File: src/rtl/uabr_pkg.sv
package uabr_pkg;
  typedef enum logic [1:0] {FR_IDLE, FR_START, FR_DATA, FR_STOP} fr_state_t;
  typedef enum logic [1:0] {TR_IDLE, TR_WAIT, TR_MEAS, TR_DIV} tr_state_t;

  // oversampling ratio selected by the two-bit code
  function automatic logic [4:0] ovs_ratio(input logic [1:0] sel);
    case (sel)
      2'b00:   ovs_ratio = 5'd16;
      2'b01:   ovs_ratio = 5'd8;
      2'b10:   ovs_ratio = 5'd6;
      default: ovs_ratio = 5'd4;
    endcase
  endfunction
endpackage

File: src/rtl/uabr_sdiv.sv
module uabr_sdiv #(
  parameter int W = 20
) (
  input  logic         clk,
  input  logic         rst_n,
  input  logic         start,
  input  logic [W-1:0] num,
  input  logic [W-1:0] den,
  output logic         valid,
  output logic [W-1:0] quo
);
  localparam int CNT_W = $clog2(W + 1);

  logic             run_q, run_d;
  logic [CNT_W-1:0] cnt_q, cnt_d;
  logic [W-1:0]     rem_q, rem_d, quo_d;
  logic             valid_d;
  logic [W:0]       rem_sh;

  always_comb begin
    run_d   = run_q;
    cnt_d   = cnt_q;
    rem_d   = rem_q;
    quo_d   = quo;
    valid_d = 1'b0;
    rem_sh  = {rem_q, quo[W-1]};
    if (start) begin
      run_d = 1'b1;
      cnt_d = CNT_W'(W);
      rem_d = '0;
      quo_d = num;
    end else if (run_q) begin
      if (rem_sh >= {1'b0, den}) begin
        rem_d = W'(rem_sh - {1'b0, den});
        quo_d = {quo[W-2:0], 1'b1};
      end else begin
        rem_d = rem_sh[W-1:0];
        quo_d = {quo[W-2:0], 1'b0};
      end
      cnt_d = cnt_q - 1'b1;
      if (cnt_q == CNT_W'(1)) begin
        run_d   = 1'b0;
        valid_d = 1'b1;
      end
    end
  end

  always_ff @(posedge clk or negedge rst_n) begin
    if (!rst_n) begin
      run_q <= 1'b0;
      cnt_q <= '0;
      rem_q <= '0;
      quo   <= '0;
      valid <= 1'b0;
    end else begin
      run_q <= run_d;
      cnt_q <= cnt_d;
      rem_q <= rem_d;
      quo   <= quo_d;
      valid <= valid_d;
    end
  end
endmodule

File: src/rtl/uabr_train.sv
module uabr_train
  import uabr_pkg::*;
#(
  parameter int DIV_W  = 12,
  parameter int SPAN_W = DIV_W + 8
) (
  input  logic             clk,
  input  logic             rst_n,
  input  logic             req,
  input  logic             rx_s,
  input  logic             irda,
  input  logic             lowfreq,
  input  logic [1:0]       ovs_sel,
  output logic             busy,
  output logic             done,
  output logic             ld,
  output logic [DIV_W-1:0] ld_val
);
  tr_state_t         st_q, st_d;
  logic              prev_q, done_d;
  logic [1:0]        nf_q, nf_d;
  logic [SPAN_W-1:0] span_q, span_d, den, num;
  logic [SPAN_W-1:0] quo;
  logic              dv_start, dv_valid, fall, rise;
  logic [4:0]        rat;

  assign fall = prev_q & ~rx_s;
  assign rise = ~prev_q & rx_s;
  assign rat  = lowfreq ? 5'd1 : ovs_ratio(ovs_sel);
  assign den  = SPAN_W'(rat) * SPAN_W'(irda ? 4'd9 : 4'd8);
  assign num  = span_q + (den >> 1);
  assign busy = (st_q != TR_IDLE);

  always_comb begin
    st_d     = st_q;
    nf_d     = nf_q;
    span_d   = span_q;
    done_d   = done;
    dv_start = 1'b0;
    unique case (st_q)
      TR_IDLE: if (req) begin
        st_d   = TR_WAIT;
        done_d = 1'b0;
      end
      TR_WAIT: if (fall) begin
        st_d   = TR_MEAS;
        span_d = SPAN_W'(1);
        nf_d   = '0;
      end
      TR_MEAS: begin
        span_d = span_q + 1'b1;
        if (fall) nf_d = nf_q + 1'b1;
        if ((!irda && fall && nf_q == 2'd3) || (irda && rise)) begin
          dv_start = 1'b1;
          st_d     = TR_DIV;
        end
      end
      TR_DIV: if (dv_valid) begin
        st_d   = TR_IDLE;
        done_d = 1'b1;
      end
      default: st_d = TR_IDLE;
    endcase
  end

  always_ff @(posedge clk or negedge rst_n) begin
    if (!rst_n) begin
      st_q   <= TR_IDLE;
      prev_q <= 1'b1;
      nf_q   <= '0;
      span_q <= '0;
      done   <= 1'b0;
    end else begin
      st_q   <= st_d;
      prev_q <= rx_s;
      nf_q   <= nf_d;
      span_q <= span_d;
      done   <= done_d;
    end
  end

  uabr_sdiv #(.W(SPAN_W)) u_sdiv (
    .clk   (clk),
    .rst_n (rst_n),
    .start (dv_start),
    .num   (num),
    .den   (den),
    .valid (dv_valid),
    .quo   (quo)
  );

  assign ld     = (st_q == TR_DIV) && dv_valid;
  assign ld_val = (quo == '0) ? DIV_W'(1) : quo[DIV_W-1:0];
endmodule

File: src/rtl/uabr_frame.sv
module uabr_frame
  import uabr_pkg::*;
#(
  parameter int DATA_W = 9,
  parameter int BIT_W  = 17
) (
  input  logic              clk,
  input  logic              rst_n,
  input  logic              en,
  input  logic              rx_s,
  input  logic              nine_bit,
  input  logic [BIT_W-1:0]  bit_len,
  input  logic [BIT_W-1:0]  half_len,
  output logic              push,
  output logic [DATA_W-1:0] pdata,
  output logic              pferr
);
  fr_state_t         st_q, st_d;
  logic [BIT_W-1:0]  cnt_q, cnt_d;
  logic [3:0]        nb_q, nb_d;
  logic [DATA_W-1:0] sh_q, sh_d, pdata_d;
  logic              prev_q, push_d, pferr_d;
  logic [3:0]        nlast;

  assign nlast = nine_bit ? 4'(DATA_W - 1) : 4'(DATA_W - 2);

  always_comb begin
    st_d    = st_q;
    cnt_d   = cnt_q + 1'b1;
    nb_d    = nb_q;
    sh_d    = sh_q;
    push_d  = 1'b0;
    pdata_d = pdata;
    pferr_d = pferr;
    unique case (st_q)
      FR_IDLE: if (en && prev_q && !rx_s) begin
        st_d  = FR_START;
        cnt_d = BIT_W'(1);
      end
      FR_START: if (cnt_q == half_len) begin
        st_d  = rx_s ? FR_IDLE : FR_DATA;
        cnt_d = BIT_W'(1);
        nb_d  = '0;
      end
      FR_DATA: if (cnt_q == bit_len) begin
        sh_d  = {rx_s, sh_q[DATA_W-1:1]};
        cnt_d = BIT_W'(1);
        nb_d  = nb_q + 1'b1;
        if (nb_q == nlast) st_d = FR_STOP;
      end
      FR_STOP: if (cnt_q == bit_len) begin
        st_d    = FR_IDLE;
        push_d  = 1'b1;
        pferr_d = ~rx_s;
        pdata_d = nine_bit ? sh_q : {1'b0, sh_q[DATA_W-1:1]};
      end
      default: st_d = FR_IDLE;
    endcase
  end

  always_ff @(posedge clk or negedge rst_n) begin
    if (!rst_n) begin
      st_q   <= FR_IDLE;
      cnt_q  <= '0;
      nb_q   <= '0;
      sh_q   <= '0;
      prev_q <= 1'b1;
      push   <= 1'b0;
      pdata  <= '0;
      pferr  <= 1'b0;
    end else begin
      st_q   <= st_d;
      cnt_q  <= cnt_d;
      nb_q   <= nb_d;
      sh_q   <= sh_d;
      prev_q <= rx_s;
      push   <= push_d;
      pdata  <= pdata_d;
      pferr  <= pferr_d;
    end
  end
endmodule

File: src/rtl/uabr_fifo.sv
module uabr_fifo #(
  parameter int W     = 10,
  parameter int DEPTH = 4,
  parameter int CW    = $clog2(DEPTH + 1)
) (
  input  logic          clk,
  input  logic          rst_n,
  input  logic          push,
  input  logic [W-1:0]  din,
  input  logic          pop,
  output logic [W-1:0]  dout,
  output logic          valid,
  output logic [CW-1:0] count,
  output logic          ovf
);
  localparam int AW = (DEPTH > 1) ? $clog2(DEPTH) : 1;

  logic [W-1:0]  mem [DEPTH];
  logic [AW-1:0] wp_q, rp_q, wp_d, rp_d;
  logic [CW-1:0] cnt_d;
  logic          full, do_wr, do_rd, ovf_d;

  assign full  = (count == CW'(DEPTH));
  assign valid = (count != '0);
  assign do_wr = push && !full;
  assign do_rd = pop && valid;
  assign dout  = mem[rp_q];

  always_comb begin
    wp_d  = wp_q;
    rp_d  = rp_q;
    cnt_d = count;
    ovf_d = ovf | (push & full);
    if (do_wr) wp_d = (wp_q == AW'(DEPTH - 1)) ? '0 : wp_q + 1'b1;
    if (do_rd) rp_d = (rp_q == AW'(DEPTH - 1)) ? '0 : rp_q + 1'b1;
    if (do_wr && !do_rd) cnt_d = count + 1'b1;
    if (!do_wr && do_rd) cnt_d = count - 1'b1;
  end

  always_ff @(posedge clk) begin
    if (do_wr) mem[wp_q] <= din;
  end

  always_ff @(posedge clk or negedge rst_n) begin
    if (!rst_n) begin
      wp_q  <= '0;
      rp_q  <= '0;
      count <= '0;
      ovf   <= 1'b0;
    end else begin
      wp_q  <= wp_d;
      rp_q  <= rp_d;
      count <= cnt_d;
      ovf   <= ovf_d;
    end
  end
endmodule

File: src/rtl/uart_rx_autobaud.sv
module uart_rx_autobaud
  import uabr_pkg::*;
#(
  parameter int DIV_W      = 12,
  parameter int DATA_W     = 9,
  parameter int FIFO_DEPTH = 4,
  parameter int SYNC_N     = 2
) (
  input  logic              clk,
  input  logic              rst_n,
  input  logic              rxd,
  input  logic [1:0]        ovs_sel,
  input  logic              lowfreq,
  input  logic              nine_bit,
  input  logic              irda,
  input  logic              div_wr,
  input  logic [DIV_W-1:0]  div_in,
  input  logic              ab_req,
  input  logic              rd_ready,
  output logic              rd_valid,
  output logic [DATA_W-1:0] rd_data,
  output logic              rd_ferr,
  output logic              flow_ok,
  output logic              ovf,
  output logic              ab_busy,
  output logic              ab_done
);
  localparam int BIT_W  = DIV_W + 5;
  localparam int SPAN_W = DIV_W + 8;
  localparam int CW     = $clog2(FIFO_DEPTH + 1);

  logic [1:0]        rst_sync;
  logic              rst_int_n;
  logic [SYNC_N-1:0] sync_q;
  logic              rx_s;
  logic [DIV_W-1:0]  div_q;
  logic              tr_ld;
  logic [DIV_W-1:0]  tr_val;
  logic [4:0]        rat;
  logic [BIT_W-1:0]  bit_len, half_raw, half_len;
  logic              f_push, f_ferr;
  logic [DATA_W-1:0] f_data;
  logic [CW-1:0]     fifo_cnt;

  // reset: asserted at once, released on the clock
  always_ff @(posedge clk or negedge rst_n) begin
    if (!rst_n) rst_sync <= '0;
    else        rst_sync <= {rst_sync[0], 1'b1};
  end
  assign rst_int_n = rst_sync[1];

  for (genvar g = 0; g < SYNC_N; g++) begin : g_sync
    if (g == 0) begin : g_first
      always_ff @(posedge clk or negedge rst_int_n) begin
        if (!rst_int_n) sync_q[0] <= 1'b1;
        else            sync_q[0] <= rxd;
      end
    end else begin : g_next
      always_ff @(posedge clk or negedge rst_int_n) begin
        if (!rst_int_n) sync_q[g] <= 1'b1;
        else            sync_q[g] <= sync_q[g-1];
      end
    end
  end
  assign rx_s = sync_q[SYNC_N-1];

  always_ff @(posedge clk or negedge rst_int_n) begin
    if (!rst_int_n)  div_q <= DIV_W'(1);
    else if (tr_ld)  div_q <= tr_val;
    else if (div_wr) div_q <= div_in;
  end

  assign rat      = ovs_ratio(ovs_sel);
  assign bit_len  = lowfreq ? BIT_W'(div_q) : BIT_W'(div_q) * BIT_W'(rat);
  assign half_raw = lowfreq ? BIT_W'(div_q >> 1) : BIT_W'(div_q) * BIT_W'(rat >> 1);
  assign half_len = (half_raw == '0) ? BIT_W'(1) : half_raw;

  uabr_train #(.DIV_W(DIV_W), .SPAN_W(SPAN_W)) u_train (
    .clk     (clk),
    .rst_n   (rst_int_n),
    .req     (ab_req),
    .rx_s    (rx_s),
    .irda    (irda),
    .lowfreq (lowfreq),
    .ovs_sel (ovs_sel),
    .busy    (ab_busy),
    .done    (ab_done),
    .ld      (tr_ld),
    .ld_val  (tr_val)
  );

  uabr_frame #(.DATA_W(DATA_W), .BIT_W(BIT_W)) u_frame (
    .clk      (clk),
    .rst_n    (rst_int_n),
    .en       (~ab_busy),
    .rx_s     (rx_s),
    .nine_bit (nine_bit),
    .bit_len  (bit_len),
    .half_len (half_len),
    .push     (f_push),
    .pdata    (f_data),
    .pferr    (f_ferr)
  );

  uabr_fifo #(.W(DATA_W + 1), .DEPTH(FIFO_DEPTH), .CW(CW)) u_fifo (
    .clk   (clk),
    .rst_n (rst_int_n),
    .push  (f_push),
    .din   ({f_ferr, f_data}),
    .pop   (rd_ready),
    .dout  ({rd_ferr, rd_data}),
    .valid (rd_valid),
    .count (fifo_cnt),
    .ovf   (ovf)
  );

  assign flow_ok = (fifo_cnt <= CW'(FIFO_DEPTH - 2));
endmodule

File: config.mk
export PLATFORM = sky130hd
export DESIGN_NAME = uart_rx_autobaud
export DESIGN_NICKNAME = d
export VERILOG_FILES = /design/src/rtl/uabr_pkg.sv /design/src/rtl/uabr_sdiv.sv /design/src/rtl/uabr_train.sv /design/src/rtl/uabr_frame.sv /design/src/rtl/uabr_fifo.sv /design/src/rtl/uart_rx_autobaud.sv
export SDC_FILE = /design/constraint.sdc
export NUM_CORES = 1
export LEC_CHECK = 0
export ABC_AREA = 1
export BUFFER_PORTS_ARGS = -buffer_cell sky130_fd_sc_hd__buf_2
export CAP_MARGIN = 5
export CORE_MARGIN = 2
export CORE_UTILIZATION = 50
export CTS_CLUSTER_DIAMETER = 150
export DETAILED_ROUTE_END_ITERATION = 10
export GPL_TIMING_DRIVEN = 0
export HOLD_SLACK_MARGIN = 0.05
export PLACE_DENSITY = 0.65
export RECOVER_POWER = 50
export SLEW_MARGIN = 30
export SYNTH_ARGS = -nofsm -noshare
export SYNTH_HDL_FRONTEND = slang
export SYNTH_SLANG_ARGS = --single-unit
export TNS_END_PERCENT = 1
File: constraint.sdc
create_clock -name clk -period 8.5 [get_ports clk]
set_input_delay 1.7 -clock clk [delete_from_list [all_inputs] [get_ports clk]]
set_output_delay 1.7 -clock clk [all_outputs]
set_load 0.005 [all_outputs]
### Word level (Yosys, flattened, before mapping)

Memories as Yosys holds them, arrays and structs flattened.
Index checks and enable logic that the tools add are counted.

* memory bits (writable): 40
* register bits: 140
* output and inout port bits: 15
* memories: 1
* logic and storage cells: 174

Memory list
* u_fifo.mem: depth 4, width 10, rd ports 1, clocked after Yosys merged registers in 0, write ports 1, line uabr_fifo.sv:18 `logic [W-1:0] mem [DEPTH];`

* eq/ne operators: 26
* multipliers: 3
* $lt $le $gt $ge: 2
* muxes and demuxes: 62
* add/sub/neg operators: 11
* reduce and logical (&&, ||, !) cells: 37
* bitwise operators: 7

Operators with widths (count)
* 20-bit two-way mux: 6
* 17-bit two-way mux: 4
* 17-bit one-hot mux with 3 select lines: 1
* 20-bit one-hot mux with 2 select lines: 1
* 12-bit two-way mux: 3
* 16-bit two-way mux: 2
* 2-bit two-way mux: 14
* 21-bit by 20-bit >= comparator with 1-bit output: 1
* 20-bit by 1-bit adder with 20-bit output, second input constant: 1
* 20-bit by 19-bit adder with 20-bit output: 1
* 20-bit zero test: 1
* 5-bit by 20-bit multiplier with 20-bit output: 1
* 20-bit subtractor: 1
* 17-bit by 1-bit adder with 17-bit output, second input constant: 1
* 17-bit by 16-bit equality test with 1-bit output: 1
* 17-bit equality test: 1
* 17-bit zero test: 1
* 12-bit by 5-bit multiplier with 17-bit output: 1
* 2-bit equality test, second input constant: 8
* 12-bit by 4-bit multiplier with 16-bit output: 1
* 1-bit two-way mux: 16
* 2-bit by 1-bit inequality test with 1-bit output, second input constant: 8
* 2-bit one-hot mux with 4 select lines: 2
* 5-bit two-way mux: 3
* other kinds (31): 68

### Logic depth before layout (Yosys ltp)

* depth in word-level cells: 9
* mapped depth: 33
* mapped depth without buffers: 31

### Hierarchy

A second synthesis with hierarchy kept.

* cells, all modules: 2013
* area, all modules: 14493.9 um^2

Modules (own cells, without submodules)
* uabr_sdiv: instances 1, cells each 543, sequential area each 1176.1 um^2, area each 3721.1 um^2
* uart_rx_autobaud: instances 1, cells each 510, sequential area each 404.1 um^2, area each 3323.2 um^2
* uabr_frame: instances 1, cells each 366, sequential area each 1102.3 um^2, area each 2668.8 um^2
* uabr_train: instances 1, cells each 416, sequential area each 651.9 um^2, area each 2641.3 um^2
* uabr_fifo: instances 1, cells each 178, sequential area each 1401.3 um^2, area each 2139.6 um^2

### Least setup slack after synthesis

OpenSTA, ideal clock, no wires.

* path kind: input port to flip-flop
* start point: input ovs_sel[0]
* end point: register u_frame.cnt_q[9]
* path slack: 2352 ps
* path buffers: 3
* library setup time: 114 ps
* required time: 8386 ps
* arrival: 6034 ps
* cell stages on the path: 30
* cells stage by stage: buf_4 > inv_1 > nor2_1 > clkbuf_1 > nand2_1 > fa_1 > fa_1 > inv_1 > ha_1 > ha_1 > inv_1 > fa_1 > inv_1 > nand3_1 > nand2_1 > nand2_1 > nand3_1 > nand3_1 > nand2_1 > nand2_1 > inv_1 > nand3_1 > nor2_1 > nand4_1 > nand2_1 > a21boi_4 > nand3_4 > buf_6 > nand3_1 > inv_1

* cells in the longest elaborated chain, start to end: 9

RTL lines
* start, declared: line uart_rx_autobaud.sv:12 `input logic [1:0] ovs_sel,`
* 2-bit equality test (tied with other cells): line uabr_pkg.sv:7 `case (sel)`
* 5-bit one-hot mux with 3 select lines *: line uabr_pkg.sv:7
* 12-bit by 4-bit multiplier with 16-bit output: line uart_rx_autobaud.sv:75 `assign half_raw = lowfreq ? BIT_W'(div_q >> 1) : BIT_W'(div_q) * BIT_W'(rat >> 1);`
* 16-bit two-way mux: line uart_rx_autobaud.sv:75
* 17-bit zero test: line uart_rx_autobaud.sv:76 `assign half_len = (half_raw == '0) ? BIT_W'(1) : half_raw;`
* 16-bit two-way mux: line uart_rx_autobaud.sv:76
* 17-bit by 16-bit equality test with 1-bit output: line uabr_frame.sv:40 `FR_START: if (cnt_q == half_len) begin`
* 17-bit two-way mux: line uabr_frame.sv:40
* 17-bit one-hot mux with 3 select lines *: line uabr_frame.sv:35 `unique case (st_q)`
* named net u_frame.cnt_d[9]: line uabr_frame.sv:19 `logic [BIT_W-1:0] cnt_q, cnt_d;`
* end signal, assigned: line uabr_frame.sv:73 `cnt_q <= cnt_d;`
* end, declared: line uabr_frame.sv:19

Mark *: on every way through the listed nets, which the timed path passes. The rest lies on a longest branch.
A chain may end at the register's enable or synchronous reset.

### Worst setup path in the final report

* start point: input ovs_sel[0]
* end point: register u_frame.cnt_q[8]

The elaborated chain is that of the path after synthesis.

==> impl_metrics.env <==
export IMPL_period_share_pct=78.19
export IMPL_finalSetupViolations=0
export IMPL_drv_slew=143
export IMPL_viasPerCell=5.300
export IMPL_worst_pin_slew_ns=2.661
export IMPL_worstSetupPathType="input port to flop"
export IMPL_cts_tree="done"
export IMPL_setup_tns_ns=0
export IMPL_grt_max_degree=50
export IMPL_power_density_mw_per_mm2=245.6
export IMPL_netlist_area_mm2=0.01262
export IMPL_ant_nets=0
export IMPL_cts_made_buffers=17
export IMPL_min_from="rst_sync[0]"
export IMPL_synthDominantCellAreaShare_pct=26.97
export IMPL_hold_depth=0
export IMPL_clk_latency_ns=0.44
export IMPL_die_h_um=162.9
export IMPL_period_minus_slack_ns=6.646
export IMPL_grt_pass1_vias=10620
export IMPL_area_growth_pct=9.647
export IMPL_drtIter0Drc=666
export IMPL_cts_root_buf="clkbuf_16"
export IMPL_whs_endpoint="rst_sync[1]"
export IMPL_postPlaceCellArea_mm2=0.01327
export IMPL_dpl_hpwl_um=23460
export IMPL_max_cap_violations=3
export IMPL_fin_nets=1824
export IMPL_fin_skew_ns=0.01358
export IMPL_slowest_delay_ns=0.61
export IMPL_dpl_cell_count=2003
export IMPL_start_kind="input port"
export IMPL_status="finished, violations left"
export IMPL_remaining_drc_errors=0
export IMPL_syn_inst=1636
export IMPL_synth_avg_cell_area_um2=7.714
export IMPL_grt_pass1_wl_um=50750
export IMPL_irDropWorstVdd_mv=0.1827
export IMPL_routed_wl_um=30190
export IMPL_arrival_ns=6.97
export IMPL_rr_endpoint="u_frame.cnt_q[8]"
export IMPL_gr_total_overflow=0
export IMPL_reg2reg_slack_ns=3.44
export IMPL_post_cts_repair_setup_buffers=0
export IMPL_crit_fanout=10
export IMPL_whs_ns=0.3515
export IMPL_hold_class="flop to flop"
export IMPL_die_w_um=162.9
export IMPL_ys_seq_area_share_pct=37.32
export IMPL_vias=10790
export IMPL_nFillCells=2436
export IMPL_row_count=58
export IMPL_synth_seq_cells=180
export IMPL_cp_required_ns=8.82
export IMPL_max_freq_mhz=150.5
export IMPL_htree_levels=4
export IMPL_slew_headroom_pct=-77.37
export IMPL_synth_edff_count=40
export IMPL_final_core_util_pct=55.43
export IMPL_synthFlopType="dfrtp_1"
export IMPL_async_reset_ff_share_pct=77.78
export IMPL_cts_hold_fix_buffers=0
export IMPL_dieArea_mm2=0.02653
export IMPL_postCtsResizedCells=0
export IMPL_crit_slowest_cell="fa_1"
export IMPL_synth_top_cell_by_area="dfrtp_1"
export IMPL_core_area_mm2=0.02496
export IMPL_place_congestion=0.8783
export IMPL_rsz0062_at_grt="false"
export IMPL_yosys_warnings=0
export IMPL_hold_viol_final=0
export IMPL_pin_count=38
export IMPL_worstRegToRegCells=26
export IMPL_p_leak_nw=6.579
export IMPL_final_cells=2036
export IMPL_end_kind="flop"
export IMPL_multi_input_area_mm2=0.006650
export IMPL_crit_reg2reg_launch="div_q[0]"
export IMPL_drive_gt1_share_pct=6.452
export IMPL_first_pass_iters=6
export IMPL_antenna_found_initial=1
export IMPL_violations="max-capacitance violations, max-slew violations"
export IMPL_start_util_pct=50.55
export IMPL_clk_pin_slew_ns=0.07
export IMPL_final_cell_mix="343 x nand2_1, 286 x inv_1, 155 x nor2_1, 136 x dfrtp_1, 121 x nand3_1"
export IMPL_cts_sinks=180
export IMPL_seqCellArea_mm2=0.004710
export IMPL_grtUsageTotal_pct=23.87
export IMPL_cts_buffer_depth=2
export IMPL_final_common_cell="nand2_1"
export IMPL_io_buffers=34
export IMPL_final_area_mm2=0.01384
export IMPL_routedWlPerCell_um=14.83
export IMPL_synth_distinct_cells=58
export IMPL_synth_area_leaders="dfrtp_1 27%, nand2_1 10%, edfxtp_1 9.5%"
## routing by layer
layer,GRT usage (%),part of all wire [%],vias to the layer above
met3,2.928,3.0,42
met1,31.72,46,5099
met4,7.321,1.9,0
li1,-,-,5442
met5,0,0,-
met2,40.91,49,207
## area by class of cell
type | instances | area share [%]
repair buffers | 36 | 1.275
inverters | 289 | 7.840
clock inverters | 14 | 1.374
plain buffers | 39 | 1.311
clock buffers | 18 | 3.102
well taps | 330 | 2.984
flip-flops and latches | 180 | 34.04
diodes | 1 | 0.01808
multi-input cells | 1129 | 48.06
## synthesized netlist by cell type (5+ instances only)
| master | instances |
|---|---|
| a21oi_1 | 58 |
| a31oi_1 | 9 |
| clkbuf_1 | 28 |
| dfrtp_1 | 136 |
| edfxtp_1 | 40 |
| fa_1 | 37 |
| ha_1 | 72 |
| inv_1 | 286 |
| mux2_2 | 8 |
| mux2i_1 | 7 |
| nand2_1 | 343 |
| nand3_1 | 121 |
| nand3b_1 | 5 |
| nand4_1 | 31 |
| nor2_1 | 156 |
| nor3_1 | 30 |
| nor4_1 | 5 |
| o21ai_0 | 117 |
| o21bai_1 | 6 |
| o221ai_1 | 20 |
| o22ai_1 | 21 |
| or2_2 | 10 |
| xnor2_1 | 5 |
| xor2_1 | 23 |
## flip-flops by register name, summed over array words and instances (netlist names), 3 cells and up, named ones only
register	count
u_frame.nb_q	4
u_train.span_q	20
u_frame.sh_q	9
u_frame.cnt_q	17
u_fifo.mem	40
u_train.u_sdiv.cnt_q	5
u_train.u_sdiv.rem_q	20
div_q	12
u_fifo.count	3
u_frame.pdata	9
u_train.u_sdiv.quo	20
## through the flow
step                total power, mW  setup slack, ns
global route                  3.673            1.379
global placement              2.528            1.546
floorplan                     2.183            2.352
finish                        3.399            1.854
CTS                           3.417            1.895
detailed placement            2.569            1.460
## cells by family after synthesis
kind of cell    count (synthesis)  share of synthesized area (%)
xor+xnor                       28                          1.943
buf+inv                       328                          10.03
simple gates                  716                          24.40
fa+ha+maj                     109                          13.01
flops                         180                          37.32
compound gates                258                          11.97
other cells                     2                        0.05951
mux                            15                          1.269
## worst max-delay path: cells and delay by family
kind	cells	cell delay, ns
simple gates	15	1.74
fa+ha+maj	5	2.09
buf+inv	9	1.24
compound gates	1	0.23
## power breakdown
part	leakage (nW)	switching [mW]	internal (mW)
Sequential	2.08	0.128	1.03
Combinational	4.20	0.909	0.497
Clock	0.299	0.367	0.473
## worst max-delay path by stage
| stage | startpoint | to | slack [ns] |
|---|---|---|---|
| finish | ovs_sel[0] | u_frame.cnt_q[8] | 1.85 |
| global route | ovs_sel[0] | u_frame.cnt_q[9] | 1.38 |
| CTS | ovs_sel[0] | u_frame.cnt_q[9] | 1.89 |
| detailed placement | ovs_sel[0] | u_frame.cnt_q[8] | 1.46 |
| global placement | ovs_sel[0] | u_frame.cnt_q[8] | 1.55 |
| floorplan | ovs_sel[0] | u_frame.cnt_q[9] | 2.35 |
No activity file was read; power rests on OpenSTA's default activity.
